==> src/rtl/pin_irq_pkg.sv <==
package pin_irq_pkg;

    typedef enum logic [2:0] {
        SEL_NONE   = 3'd0,
        SEL_CAUSE  = 3'd1,
        SEL_EMASK0 = 3'd2,
        SEL_LMASK0 = 3'd3,
        SEL_EMASK1 = 3'd4,
        SEL_LMASK1 = 3'd5
    } reg_sel_e;

    // Byte offsets; software depends on these positions.
    localparam int unsigned OFS_CAUSE  = 32'h14;
    localparam int unsigned OFS_EMASK0 = 32'h18;
    localparam int unsigned OFS_LMASK0 = 32'h1C;
    localparam int unsigned OFS_EMASK1 = 32'h30;
    localparam int unsigned OFS_LMASK1 = 32'h34;

    localparam int unsigned NCPU = 2;

    // Decode a word index (byte offset divided by four).
    function automatic reg_sel_e decode_word(input int unsigned widx);
        reg_sel_e sel;
        sel = SEL_NONE;
        if (widx == OFS_CAUSE / 4)       sel = SEL_CAUSE;
        else if (widx == OFS_EMASK0 / 4) sel = SEL_EMASK0;
        else if (widx == OFS_LMASK0 / 4) sel = SEL_LMASK0;
        else if (widx == OFS_EMASK1 / 4) sel = SEL_EMASK1;
        else if (widx == OFS_LMASK1 / 4) sel = SEL_LMASK1;
        return sel;
    endfunction

endpackage

==> src/rtl/pin_irq_edge.sv <==
module pin_irq_edge #(
    parameter int NLINES = 32
) (
    input  logic              clk,
    input  logic              rst_n,
    input  logic [NLINES-1:0] level_in,
    input  logic              ack_wr,
    input  logic [NLINES-1:0] ack_data,
    output logic [NLINES-1:0] edge_hit,
    output logic [NLINES-1:0] cause
);

    logic [NLINES-1:0] prev_q;
    logic [NLINES-1:0] cause_q;
    logic [NLINES-1:0] keep_mask;
    logic [NLINES-1:0] cause_d;

    assign edge_hit  = level_in & ~prev_q;
    assign keep_mask = ack_wr ? ack_data : {NLINES{1'b1}};
    // A fresh event wins over a clearing write in the same cycle.
    assign cause_d   = (cause_q & keep_mask) | edge_hit;

    always_ff @(posedge clk or negedge rst_n) begin
        if (!rst_n) begin
            prev_q  <= '0;
            cause_q <= '0;
        end else begin
            prev_q  <= level_in;
            cause_q <= cause_d;
        end
    end

    assign cause = cause_q;

    // every detected rising edge is present in the cause register next cycle
    p_edge_sets_r4: assert property (@(posedge clk) disable iff (!rst_n)
        (|edge_hit) |=> ((cause & $past(edge_hit)) == $past(edge_hit)));

    // no cause bit appears without a rising edge
    p_no_spurious_r4: assert property (@(posedge clk) disable iff (!rst_n)
        1'b1 |=> ((cause & ~$past(cause) & ~$past(edge_hit)) == '0));

    // bits written as 0 are gone after the write unless a new edge arrived
    p_ack_clears_r5: assert property (@(posedge clk) disable iff (!rst_n)
        ack_wr |=> ((cause & ~$past(ack_data) & ~$past(edge_hit)) == '0));

    // a colliding edge survives a clearing write
    p_edge_wins_r9: assert property (@(posedge clk) disable iff (!rst_n)
        (ack_wr && ((edge_hit & ~ack_data) != '0))
        |=> ((cause & $past(edge_hit & ~ack_data)) == $past(edge_hit & ~ack_data)));

endmodule

==> src/rtl/pin_irq_cpu_mask.sv <==
module pin_irq_cpu_mask #(
    parameter int NLINES  = 32,
    parameter int GROUP_W = 8,
    localparam int NGROUPS = NLINES / GROUP_W
) (
    input  logic               clk,
    input  logic               rst_n,
    input  logic               wr_edge,
    input  logic               wr_level,
    input  logic [NLINES-1:0]  wr_data,
    input  logic [NLINES-1:0]  level_in,
    input  logic [NLINES-1:0]  cause,
    output logic [NLINES-1:0]  emask,
    output logic [NLINES-1:0]  lmask,
    output logic [NGROUPS-1:0] irq
);

    logic [NLINES-1:0]  emask_q;
    logic [NLINES-1:0]  lmask_q;
    logic [NLINES-1:0]  req;
    logic [NGROUPS-1:0] grp_any;
    logic [NGROUPS-1:0] irq_q;

    always_ff @(posedge clk or negedge rst_n) begin
        if (!rst_n) begin
            emask_q <= '0;
            lmask_q <= '0;
        end else begin
            if (wr_edge)  emask_q <= wr_data;
            if (wr_level) lmask_q <= wr_data;
        end
    end

    assign req = (level_in & lmask_q) | (cause & emask_q);

    for (genvar g = 0; g < NGROUPS; g++) begin : g_group
        assign grp_any[g] = |req[g*GROUP_W +: GROUP_W];
    end

    always_ff @(posedge clk or negedge rst_n) begin
        if (!rst_n) irq_q <= '0;
        else        irq_q <= grp_any;
    end

    assign emask = emask_q;
    assign lmask = lmask_q;
    assign irq   = irq_q;

    // with both masks clear, no request is raised next cycle
    p_masked_quiet_r3: assert property (@(posedge clk) disable iff (!rst_n)
        ((emask_q == '0) && (lmask_q == '0)) |=> (irq == '0));

    // an enabled high level always raises some request next cycle
    p_level_raises_r3: assert property (@(posedge clk) disable iff (!rst_n)
        ((level_in & lmask_q) != '0) |=> (irq != '0));

    // an enabled pending cause always raises some request next cycle
    p_cause_raises_r6: assert property (@(posedge clk) disable iff (!rst_n)
        ((cause & emask_q) != '0) |=> (irq != '0));

endmodule

==> src/rtl/pin_irq_aggregator.sv <==
module pin_irq_aggregator
    import pin_irq_pkg::*;
#(
    parameter int NLINES  = 32,
    parameter int GROUP_W = 8,
    parameter int ADDR_W  = 8,
    localparam int NGROUPS = NLINES / GROUP_W
) (
    input  logic               clk,
    input  logic               rst_n,
    input  logic [NLINES-1:0]  level_in,
    input  logic               reg_wr,
    input  logic               reg_rd,
    input  logic [ADDR_W-1:0]  reg_addr,
    input  logic [NLINES-1:0]  reg_wdata,
    output logic [NLINES-1:0]  reg_rdata,
    output logic [NGROUPS-1:0] irq_cpu0,
    output logic [NGROUPS-1:0] irq_cpu1
);

    reg_sel_e          sel;
    logic [NLINES-1:0] edge_hit;
    logic [NLINES-1:0] cause;
    logic [NLINES-1:0] emask_all [NCPU];
    logic [NLINES-1:0] lmask_all [NCPU];
    logic [NGROUPS-1:0] irq_all  [NCPU];
    logic [NLINES-1:0] rdata_q;

    assign sel = decode_word(int'(reg_addr[ADDR_W-1:2]));

    pin_irq_edge #(.NLINES(NLINES)) u_edge (
        .clk      (clk),
        .rst_n    (rst_n),
        .level_in (level_in),
        .ack_wr   (reg_wr && (sel == SEL_CAUSE)),
        .ack_data (reg_wdata),
        .edge_hit (edge_hit),
        .cause    (cause)
    );

    for (genvar c = 0; c < NCPU; c++) begin : g_cpu
        localparam reg_sel_e EM_SEL = (c == 0) ? SEL_EMASK0 : SEL_EMASK1;
        localparam reg_sel_e LM_SEL = (c == 0) ? SEL_LMASK0 : SEL_LMASK1;
        pin_irq_cpu_mask #(.NLINES(NLINES), .GROUP_W(GROUP_W)) u_mask (
            .clk      (clk),
            .rst_n    (rst_n),
            .wr_edge  (reg_wr && (sel == EM_SEL)),
            .wr_level (reg_wr && (sel == LM_SEL)),
            .wr_data  (reg_wdata),
            .level_in (level_in),
            .cause    (cause),
            .emask    (emask_all[c]),
            .lmask    (lmask_all[c]),
            .irq      (irq_all[c])
        );
    end

    always_ff @(posedge clk or negedge rst_n) begin
        if (!rst_n) begin
            rdata_q <= '0;
        end else if (reg_rd) begin
            unique case (sel)
                SEL_CAUSE:  rdata_q <= cause;
                SEL_EMASK0: rdata_q <= emask_all[0];
                SEL_LMASK0: rdata_q <= lmask_all[0];
                SEL_EMASK1: rdata_q <= emask_all[1];
                SEL_LMASK1: rdata_q <= lmask_all[1];
                default:    rdata_q <= '0;
            endcase
        end
    end

    assign reg_rdata = rdata_q;
    assign irq_cpu0  = irq_all[0];
    assign irq_cpu1  = irq_all[1];

    // a read of an unmapped offset returns zero
    p_hole_reads_zero_r2: assert property (@(posedge clk) disable iff (!rst_n)
        (reg_rd && (sel == SEL_NONE)) |=> (reg_rdata == '0));

    // read data holds when no read is issued
    p_rdata_holds_r2: assert property (@(posedge clk) disable iff (!rst_n)
        !reg_rd |=> $stable(reg_rdata));

endmodule

==> config.mk <==
export PLATFORM = sky130hd
export DESIGN_NAME = pin_irq_aggregator
export DESIGN_NICKNAME = d
export VERILOG_FILES = /design/src/rtl/pin_irq_pkg.sv /design/src/rtl/pin_irq_edge.sv /design/src/rtl/pin_irq_cpu_mask.sv /design/src/rtl/pin_irq_aggregator.sv
export SDC_FILE = /design/constraint.sdc
export NUM_CORES = 1
export LEC_CHECK = 0
export CORE_UTILIZATION = 54
export DETAILED_ROUTE_END_ITERATION = 12
export PLACE_DENSITY = 0.84
export SLEW_MARGIN = 20
export SYNTH_ARGS = -nofsm -noshare
export SYNTH_HDL_FRONTEND = slang
export SYNTH_SLANG_ARGS = --single-unit
==> constraint.sdc <==
create_clock -name clk -period 2.7 [get_ports clk]
set_input_delay 0.54 -clock clk [delete_from_list [all_inputs] [get_ports clk]]
set_output_delay 0.54 -clock clk [all_outputs]
set_load 0.05 [all_outputs]
Word-level counts from Yosys, hierarchy flattened:

Cells that the tools add are included.

* register bits: 232
* output and inout bits: 40
* logic and storage cells: 49
* bits of input ports: 76

* bitwise operators: 10
* mux-type cells: 7
* reductions and logical operators: 13
* eq/ne operators: 10

Operators with widths (count)
* AND 32 bit: 6
* case mux 32 bit (5 select lines): 1
* bitwise OR 32 bit: 3
* OR reduction 8 bit: 8
* two-way mux 32 bit: 1
* NOT 32 bit: 1
* == test 6 x 3 -> 1 bit (second input constant): 3
* two-way mux 3 bit: 5
* == test 6 x 4 -> 1 bit (second input constant): 2
* == test 3 x 2 -> 1 bit (second input constant): 2
* == test 3 bit (second input constant): 2
* logical AND 1 bit: 5
* == test 3 x 1 -> 1 bit (second input constant): 1

Longest topological paths before layout:

Gate-level depths: netlist of the first run.

* word-level depth: 11
* depth in mapped cells: 6
* depth with buffers taken out: 3

Modules after synthesis:

Synthesis of the first run repeated with hierarchy kept, for this count alone.

* cells, all modules: 841
* area total of the unflattened synthesis: 11362.1 um2

Modules (own cells, without submodules)
* pin_irq_cpu_mask: area an instance 3095.5 um2, cells each 176, sequential area each 1701.6 um2, times used 2
* pin_irq_aggregator: area an instance 2906.5 um2, cells each 326, sequential area each 800.8 um2, times used 1
* pin_irq_edge: area an instance 2264.7 um2, cells each 163, sequential area each 1601.5 um2, times used 1

Least setup slack after synthesis of the first run:

Ideal clock, no wire load.

* kind: in2reg
* from: input port reg_addr[7]
* to: register g_cpu[0].u_mask.lmask_q[10]
* stages on the path: 5
* path buffers: 2
* path slack: 703 ps
* arrival: 1872 ps
* required time: 2575 ps
* library setup time: 125 ps
* cells stage by stage: or3b_1 -> buf_6 -> nor3b_4 -> buf_6 -> mux2_4

* word-level cells in the longest chain between the ends: 8

Ends and longest elaborated chain
* from (decl): RTL line pin_irq_aggregator.sv:14 `input logic [ADDR_W-1:0] reg_addr,`
* == test 6 x 4 -> 1 bit: RTL line pin_irq_pkg.sv:29 `else if (widx == OFS_LMASK1 / 4) sel = SEL_LMASK1;`
* two-way mux 3 bit: RTL line pin_irq_pkg.sv:29
* two-way mux 3 bit: RTL line pin_irq_pkg.sv:28 `else if (widx == OFS_EMASK1 / 4) sel = SEL_EMASK1;`
* two-way mux 3 bit: RTL line pin_irq_pkg.sv:27 `else if (widx == OFS_LMASK0 / 4) sel = SEL_LMASK0;`
* two-way mux 3 bit: RTL line pin_irq_pkg.sv:26 `else if (widx == OFS_EMASK0 / 4) sel = SEL_EMASK0;`
* two-way mux 3 bit *: RTL line pin_irq_pkg.sv:25 `if (widx == OFS_CAUSE / 4) sel = SEL_CAUSE;`
* == test 3 x 2 -> 1 bit *: RTL line pin_irq_aggregator.sv:48 `.wr_level (reg_wr && (sel == LM_SEL)),`
* logical AND 1 bit *: RTL line pin_irq_aggregator.sv:48
* to (signal assigned): RTL line pin_irq_cpu_mask.sv:30 `if (wr_level) lmask_q <= wr_data;`
* to (decl): RTL line pin_irq_cpu_mask.sv:19 `logic [NLINES-1:0] lmask_q;`

Mark *: on every way between the ends. The rest lies on a longest branch, timed or not.
A chain may end at the register's enable or synchronous reset.

Worst setup path in the final report of the first run:

* from: register rdata_q[31] (netlist: reg_rdata[31])
* to: output port reg_rdata[31]

RTL lines
* from (decl): RTL line pin_irq_aggregator.sv:27 `logic [NLINES-1:0] rdata_q;`
* from (signal assigned): RTL line pin_irq_aggregator.sv:63 `SEL_CAUSE: rdata_q <= cause;`
* from (signal assigned): RTL line pin_irq_aggregator.sv:64 `SEL_EMASK0: rdata_q <= emask_all[0];`
* from (signal assigned): RTL line pin_irq_aggregator.sv:65 `SEL_LMASK0: rdata_q <= lmask_all[0];`
* to (decl): RTL line pin_irq_aggregator.sv:16 `output logic [NLINES-1:0] reg_rdata,`

No word-level cell between the ends.

==> results of run 1 <==
-- state kept, by name, indices dropped and copies added, names as in the netlist --
register	flops
g_cpu.u_mask.emask	64
g_cpu.u_mask.irq	8
g_cpu.u_mask.lmask	64
reg_rdata	32
u_edge.cause	32
u_edge.prev_q	32
-- cell type report --
class / count / area [um^2] / share of cell area
Sequential cell: 232 / 5810 / 0.446
Multi-Input combinational cell: 502 / 4460 / 0.343
Timing Repair Buffer: 149 / 1490 / 0.115
Clock buffer: 40 / 762 / 0.0586
Tap cell: 265 / 332 / 0.0255
Inverter: 33 / 124 / 0.00953
Clock inverter: 4 / 23.8 / 0.00183
-- where the power goes --
group / internal [mW] / switching (mW)
registers: 3.80 / 0.256
logic: 0.709 / 0.702
clock network: 1.92 / 1.36
-- synthesized netlist by cell type --
cell and n:
a221oi_1 32, a22o_1 32, a31oi_1 32, a32oi_1 32
buf_1 1, buf_2 11, buf_6 7, clkbuf_1 46
dfrtp_1 232, inv_1 32, inv_2 1, mux2_2 152
mux2_4 40, nand2_1 34, nand3_1 34, nand4_1 40
nor2_1 1, nor2b_1 3, nor3b_1 1, nor3b_4 2
o2111ai_1 1, o21ai_0 32, o41ai_1 32, or2_1 1
or3b_1 1
-- final timing paths --
check | from | to | slack [ns]
min | u_edge.prev_q[6] | u_edge.cause[6] | 0.41
min in group asynchronous | rst_n | g_cpu[1].u_mask.lmask[7] | 0.48
max | reg_rdata[31] | reg_rdata[31] | 0.40
max in group asynchronous | rst_n | g_cpu[0].u_mask.emask[27] | 1.35
max reg2reg | u_edge.cause[7] | g_cpu[0].u_mask.irq[0] | 1.34
min reg2reg | u_edge.prev_q[6] | u_edge.cause[6] | 0.41
-- routing by layer --
layer	wire (um)	vias to the layer above	GRT usage
met5	0	-	0
met4	813	0	0.102
met3	3010	74	0.0548
met2	14500	545	0.496
met1	12000	4215	0.422
li1	-	3450	-
-- through the flow --
stage / util / setup WS (ns) / cells
2_1_floorplan: - / 0.703 / 832
3_3_place_gp: 0.629 / 0.0964 / 1180
3_5_place_dp: 0.629 / 0.0627 / 1180
4_1_cts: 0.670 / 0.388 / 1225
5_1_grt: 0.670 / 0.368 / 1225
6_report: 0.670 / 0.404 / 1225
-- cell usage in the layout, fill, tap and decap left out, types with 2 or more instances in the layout --
cell type        instances
inv_1                   32
nand2_1                 34
dfrtp_1                232
buf_12                   7
nand4_1                 40
clkbuf_8                 8
a22o_1                  32
nand3_2                  2
a221oi_1                32
clkbuf_16               25
mux2_2                 152
a31oi_1                 32
mux2_4                  40
nand3_1                 32
clkdlybuf4s50_1        111
o21ai_0                 32
a32oi_1                 32
o41ai_1                 32
clkinv_2                 3
clkbuf_1                 7
nor2b_2                  2
nor3b_4                  2
buf_4                   29
-- logic make-up (layout without fill, tap and decap cells) --
family                 Yosys count  count (layout)
AO/OA/AOI/OAI                  193             193
AND/OR/NAND/NOR                117             117
buffers and inverters           98             226
flip-flops                     232             232
multiplexers                   192             192
==> flow_summary.toml, run 1 <==
[placed_design]
routabilityCongestion = 0.976
io_buffers = 113
dp_hpwl_um = 19400
placed_cell_area_um2 = 12200

[sta]
finalSetupTns_ns = 0
rsz0062_at_grt = "no"
fin_crit_ns = 2.30
hold_violations = 0
finClkSkew_ns = 0.0194
fmax_ghz = 0.436
slew_headroom = 0.617
tightest_slew_ns = 0.574
finalMaxSlewViolations = 0
period_share = 0.850
setup_viol = 0
timing.hold.ws_ns = 0.411

[floorplanning]
start_util = 0.550
die_w_um = 143
dieHeight_um = 143
die-area_um2 = 20300
rows = 51
core_um2 = 19400
io_pins = 116

[detailed_routing]
wire_per_inst_um = 24.7
postRouteAntennaNets = 0
drtIter0Drc = 835
drt_pass1_iterations = 7
vias = 8284
drt_wl_total_um = 30300
routed_via_density = 6.76
drcViolationCount = 0

[logic_synthesis]
synth_compound_gate_area_share = 0.140
ys_ff_latch = 232
netlist_area_um2 = 10700
avgSynthCellArea_um2 = 12.8
synth_cell_type_count = 25
muxShareOfSynthArea = 0.217
ys_warn_count = 0
synth-seq-area-share = 0.544
synthAdderAreaFrac = 0
synthDominantCellAreaShare = 0.544
yosys.area_share.simple = 0.0591
synth_top_cell_by_area = "dfrtp_1"
synth_top_family_by_area = "multiplexers"
syn-num-nets = 908
synthTopCellsByArea = "dfrtp_1, mux2_2, mux2_4"
synthXorXnorAreaFrac = 0
synthCells = 832

[worst_setup_path]
path_delay_family = "buffers and inverters"
arrival_ns = 1.76
cp-end-kind = "primary output"
crit_required_ns = 2.16
worst-r2r-cell-count = 3
cp_max_fo = 2
start_kind = "flop"
critical_path.max_stage_delay_ns = 0.83
cp_cell_sequence = "clkdlybuf4s50_1"
path_class = "reg -> out"
crit_cells = 1
cpMaxStageDelayCell = "clkdlybuf4s50_1"
cp.buffers_inverters = 1

[layout]
area_growth_pct = 21.8
fill_cells = 1378
drive_gt1_frac = 0.288
finalNetCount = 1019
antennaDiodeCount = 0
final_area_um2 = 13000

[clock_tree]
htree_levels = 1
clkSinkCount = 232
cts-buffers-inserted = 25
cts_resized = 0
clk_pin_slew_worst_paths_ns = 0.06
cts_hold_repair.buffers = 1
cts_max_path_buffers = 3
cts_tree = "done"
cts-root-buf = "clkbuf_16"
clock_latency_ns = 0.52
postCtsSetupBuffers = 0

[job]
maxCapViolCount = 0

[worst_hold_path]
min_path_cells = 1
min_path_type = "reg -> reg"

[power]
finalPower_mw = 8.75
leakage_nw = 5.56
power_density_nw_per_um2 = 673
vdd_drop_max_mv = 0.627

[grt]
gr-total-overflow = 0
grt_pass1_wl_um = 47800
grt.total_usage = 0.308
grt_pass1_vias = 8513
grt_max_degree = 104
antenna_found_initial = 0

[status]
status = "finished clean"
Power figures use the tool's default switching activity.
==> run 2, diff against run 1 <==
--- a/config.mk
+++ b/config.mk
@@ -5,9 +5,10 @@
 export SDC_FILE = /design/constraint.sdc
 export NUM_CORES = 1
 export LEC_CHECK = 0
+export CAP_MARGIN = 20
 export CORE_UTILIZATION = 54
 export DETAILED_ROUTE_END_ITERATION = 12
-export PLACE_DENSITY = 0.84
+export PLACE_DENSITY = 0.81
 export SLEW_MARGIN = 20
 export SYNTH_ARGS = -nofsm -noshare
 export SYNTH_HDL_FRONTEND = slang
==> run 2 against run 1 <==
  * Non-clock buffer count fell by 5
  * Utilization rose by 0.14 points
  * Count of clock-buffer cells in the layout is 1 lower
==> flow_summary.toml, run 2 (synthesis gave the netlist of run 1 again) <==
[status]
status = "finished clean"

[detailed_routing]
drt_pass1_iterations = 5
vias = 8140
drcViolationCount = 0
wire_per_inst_um = 24.6
routed_via_density = 6.67
postRouteAntennaNets = 0
drtIter0Drc = 848
drt_wl_total_um = 30000

[job]
maxCapViolCount = 0

[floorplanning]
die_w_um = 143
dieHeight_um = 143
io_pins = 116
start_util = 0.550
die-area_um2 = 20300
core_um2 = 19400
rows = 51

[sta]
rsz0062_at_grt = "no"
period_share = 0.851
hold_violations = 0
slew_headroom = 0.628
finalMaxSlewViolations = 0
finalSetupTns_ns = 0
fmax_ghz = 0.435
tightest_slew_ns = 0.556
fin_crit_ns = 2.30
setup_viol = 0
finClkSkew_ns = 0.0107

[clock_tree]
postCtsSetupBuffers = 0
clkSinkCount = 232
clk_pin_slew_worst_paths_ns = 0.06
cts-root-buf = "clkbuf_16"
htree_levels = 1
cts_tree = "done"
cts_max_path_buffers = 3
clock_latency_ns = 0.51
cts-buffers-inserted = 24

[layout]
antennaDiodeCount = 0
area_growth_pct = 22.1
finalNetCount = 1013
final_cell_mix = "dfrtp_1, mux2_2, clkdlybuf4s50_1, nand4_1, mux2_4"
drive_gt1_frac = 0.285
layout_commonest_cell = "dfrtp_1"

[grt]
gr-total-overflow = 0
grt.total_usage = 0.304
grt_pass1_vias = 8388
grt_max_degree = 67
antenna_found_initial = 0
grt_pass1_wl_um = 47500

[worst_setup_path]
cpMaxStageDelayCell = "clkdlybuf4s50_1"
timing.rr.start = "g_cpu[0].u_mask.lmask[4]"
crit_required_ns = 2.16
arrival_ns = 1.76
cp-end-kind = "primary output"
cp_max_fo = 2
reg2reg_slack_ns = 1.28
path_class = "reg -> out"
r2r-end = "g_cpu[0].u_mask.irq[0]"
cp.buffers_inverters = 1
worst-r2r-cell-count = 3
path_delay_family = "buffers and inverters"
cp_cell_sequence = "clkdlybuf4s50_1"
critical_path.max_stage_delay_ns = 0.83
start_kind = "flop"

[power]
vdd_drop_max_mv = 0.487
p_seq_frac = 0.465
swShare = 0.264
leakage_nw = 5.54
switching_power_mw = 2.30
pwr-share-comb = 0.162
p_int_mw = 6.43
clock_power_share = 0.373
power_density_nw_per_um2 = 670
finalPower_mw = 8.73

[worst_hold_path]
min_path_cells = 1
worstHoldEndpoint = "u_edge.cause[2]"
hold_start = "u_edge.prev_q[2]"
min_path_type = "reg -> reg"

[placed_design]
dp_hpwl_um = 18400
io_buffers = 113
routabilityCongestion = 0.906
run 2: per-stage QoR:
step / area [um^2] / setup WS [ns] / instances / utilization / hold WS, ns
6_report: 13000 / 0.401 / 1220 / 0.672 / 0.415
5_1_grt: 13000 / 0.374 / 1220 / 0.672 / 0.424
4_1_cts: 13000 / 0.396 / 1220 / 0.672 / 0.419
3_5_place_dp: 12200 / 0.0526 / 1175 / 0.630 / 0.411
3_3_place_gp: 12200 / 0.109 / 1175 / 0.630 / 0.401
2_1_floorplan: 10700 / 0.703 / 832 / - / 0.244
run 2: cell type report:
type	instances	area, um^2
clock buffers	39	758
fillers	1419	6370
clock inverters	5	30.0
flip-flops and latches	232	5810
repair buffers	144	1510
multi-input cells	502	4470
well taps	265	332
inverters	33	124
run 2: timing repair:
action / 4_1_cts / 5_1_grt
hold buffers: 1 / 0
endpoints found under the setup margin: 0 / 0
endpoints found under the hold margin: 14 / 0
gates resized for setup: 0 / 0
run 2: power by group through the flow:
stage / logic (mW) / registers, mW / clock network (mW)
finish: 1.41 / 4.06 / 3.26
detailed placement: 1.39 / 4.11 / 0
CTS: 1.41 / 4.05 / 3.28
floorplan: 0.739 / 4.15 / 0
global placement: 1.36 / 4.09 / 0
global route: 1.50 / 4.09 / 3.44
run 2: worst max path at each step:
| stage | start | endpoint | slack (ns) | cells past startpoint |
|---|---|---|---|---|
| 6_report | reg_rdata[24] | reg_rdata[24] | 0.40 | 1 |
| 2_1_floorplan | reg_addr[7] | g_cpu[0].u_mask.lmask[10] | 0.70 | 5 |
| 4_1_cts | reg_rdata[24] | reg_rdata[24] | 0.40 | 1 |
| 3_5_place_dp | reg_addr[7] | g_cpu[0].u_mask.lmask[5] | 0.05 | 5 |
| 5_1_grt | reg_rdata[24] | reg_rdata[24] | 0.37 | 1 |
| 3_3_place_gp | reg_addr[7] | g_cpu[0].u_mask.lmask[14] | 0.11 | 5 |
run 2: layer usage:
metal	global-route usage	wire (um)
met1	0.417	12200
met4	0.0883	635
met2	0.488	14400
met5	0	0
met3	0.0649	2740
==> run 3, diff against run 2 <==
--- a/config.mk
+++ b/config.mk
@@ -5,6 +5,7 @@
 export SDC_FILE = /design/constraint.sdc
 export NUM_CORES = 1
 export LEC_CHECK = 0
+export ABC_AREA = 1
 export CAP_MARGIN = 20
 export CORE_UTILIZATION = 54
 export DETAILED_ROUTE_END_ITERATION = 12
==> run 3 against run 2 <==
  * Hold slack better by 0.0023 ns
  * Non-clock buffer count is 5 higher
  * Critical path depth is the same
  * Count of clock-buffer cells in the layout down 1
  * Sequential cell count unchanged
  * Register-to-register slack improved by 0.25 ns
  * Combinational power shrank 18%
  * Via count rose by 14%
  * Setup slack improved by 0.016 ns
  * Largest power group unchanged
  * Clock power is 4% lower
  * Total power down 4.0%
==> flow_summary.toml, run 3 <==
[detailed_routing]
vias = 9305
postRouteAntennaNets = 0
drt_pass1_iterations = 5
drt_wl_total_um = 27600
wire_per_inst_um = 16.6
routed_via_density = 5.60
drtIter0Drc = 901
drcViolationCount = 0

[placed_design]
placed_cell_area_um2 = 12100
dp_hpwl_um = 18300
routabilityCongestion = 0.870
dp.cells = 1618
pre_cts_ws_ns = 0.246
io_buffers = 113

[grt]
grt_pass1_wl_um = 45000
gr-total-overflow = 0
grt_pass1_vias = 9035
grt_max_degree = 68
grt.total_usage = 0.285
antenna_found_initial = 0

[logic_synthesis]
synthTopCellsByArea = "dfrtp_1, nand2_1, o21ai_0"
ys_warn_count = 0
synth.most_common_cell = "nand2_1"
ys_ff_latch = 232
syn-num-nets = 1350
yosys_most_used_dff = "dfrtp_1"
synth_top_cell_by_area = "dfrtp_1"
yosys-top-cells-count = "nand2_1, dfrtp_1, o21ai_0, nand3_1, inv_1"
avgSynthCellArea_um2 = 8.23
synthDominantCellAreaShare = 0.554
synth-edff-count = 0
synthCells = 1274
synth_cell_type_count = 26
netlist_area_um2 = 10500
async_flop_share = 1.00
synth-seq-area-share = 0.554

[worst_setup_path]
cp.buffers_inverters = 1
arrival_ns = 1.74
crit_cells = 1
cpMaxStageDelayCell = "clkdlybuf4s50_1"
path_class = "reg -> out"
cp-end-kind = "primary output"
start_kind = "flop"
worst-r2r-cell-count = 4
cp_max_fo = 2
path_delay_family = "buffers and inverters"
crit_required_ns = 2.16
cp_cell_sequence = "clkdlybuf4s50_1"
critical_path.max_stage_delay_ns = 0.88

[layout]
layout_commonest_cell = "nand2_1"
regArea_um2 = 5810
antennaDiodeCount = 0
final_area_um2 = 12800
multi_input_area_um2 = 3830
drive_gt1_frac = 0.0571
layoutNonFillerInstCount = 1661
final_cell_mix = "nand2_1, dfrtp_1, o21ai_0, nand3_1, inv_1"
finalNetCount = 1461
fill_cells = 1499
area_growth_pct = 22.3
final_util = 0.678

[clock_tree]
cts-buffers-inserted = 24
clock_latency_ns = 0.51
cts-root-buf = "clkbuf_16"
cts_resized = 0
clkSinkCount = 232
htree_levels = 1
postCtsSetupBuffers = 0
cts_max_path_buffers = 3
clk_pin_slew_worst_paths_ns = 0.06
cts_tree = "done"

[floorplanning]
start_util = 0.555
die-area_um2 = 20000
dieHeight_um = 141
die_w_um = 141
io_pins = 116
rows = 50
core_um2 = 18900

[sta]
setup_slack_ns = 0.417
slew_headroom = 0.567
tightest_slew_ns = 0.649
rsz0062_at_grt = "no"
finalSetupTns_ns = 0
finalMaxSlewViolations = 0
fmax_ghz = 0.438
period_share = 0.846
timing.hold.ws_ns = 0.418
finClkSkew_ns = 0.00464
hold_violations = 0
setup_viol = 0
fin_crit_ns = 2.28

[worst_hold_path]
min_path_type = "reg -> reg"
min_path_cells = 1

[power]
power_density_nw_per_um2 = 654
leakage_nw = 6.11
vdd_drop_max_mv = 0.468
finalPower_mw = 8.39

[status]
status = "finished clean"

[job]
maxCapViolCount = 0
-- run 3: cell count changes after synthesis, sizes merged, moves of 28 or more --
cell / change
nand2: +281
mux2: -192
o21ai: +177
nand3: +145
inv: +128
nor2: +50
nand4: -34
a31oi: -32
a32oi: -32
o41ai: -32
a22o: -28
-- run 3: power breakdown --
part           switching, mW  internal (mW)  total [mW]
sequential             0.257           3.86        4.11
combinational          0.691          0.456        1.15
clock                   1.30           1.83        3.13
total                   2.25           6.14        8.39
-- run 3: worst paths after layout --
| check | startpoint | to | slack, ns |
|---|---|---|---|
| min in group asynchronous | rst_n | u_edge.cause[12] | 0.58 |
| setup / recovery | reg_rdata[15] | reg_rdata[15] | 0.42 |
| setup reg to reg | u_edge.cause[0] | g_cpu[1].u_mask.irq[0] | 1.53 |
| max in group asynchronous | rst_n | reg_rdata[1] | 1.37 |
| hold / removal | u_edge.prev_q[18] | u_edge.cause[18] | 0.42 |
| hold reg to reg | u_edge.prev_q[18] | u_edge.cause[18] | 0.42 |
-- run 3: layout make-up --
| class | instances | share of cell area |
|---|---|---|
| tap | 260 | 0.0254 |
| clock inverter | 4 | 0.00156 |
| multi-input combinational | 817 | 0.299 |
| clock buffer | 38 | 0.0565 |
| timing repair buffer | 149 | 0.118 |
| inverter | 161 | 0.0471 |
| sequential | 232 | 0.453 |
-- run 3: metal layers --
metal	part of all wire	wire length, um	vias up	GRT usage
met2	0.48	13200	383	0.472
met3	0.078	2160	46	0.0364
li1	-	-	4372	-
met5	0	0	-	0
met1	0.42	11600	4504	0.395
met4	0.022	600	0	0.0881
-- run 3: kinds of logic (layout without fill, tap and decap cells) --
family | Yosys count | count (layout) | share of synthesized area
buffers and inverters | 225 | 352 | 0.0833
AO/OA/AOI/OAI | 254 | 254 | 0.133
flip-flops | 232 | 232 | 0.554
AND/OR/NAND/NOR | 563 | 563 | 0.230
-- run 3: timing repair --
action,in CTS,in global routing
hold endpoints to repair,10,0
setup endpoints to repair,0,0
hold buffers,1,0
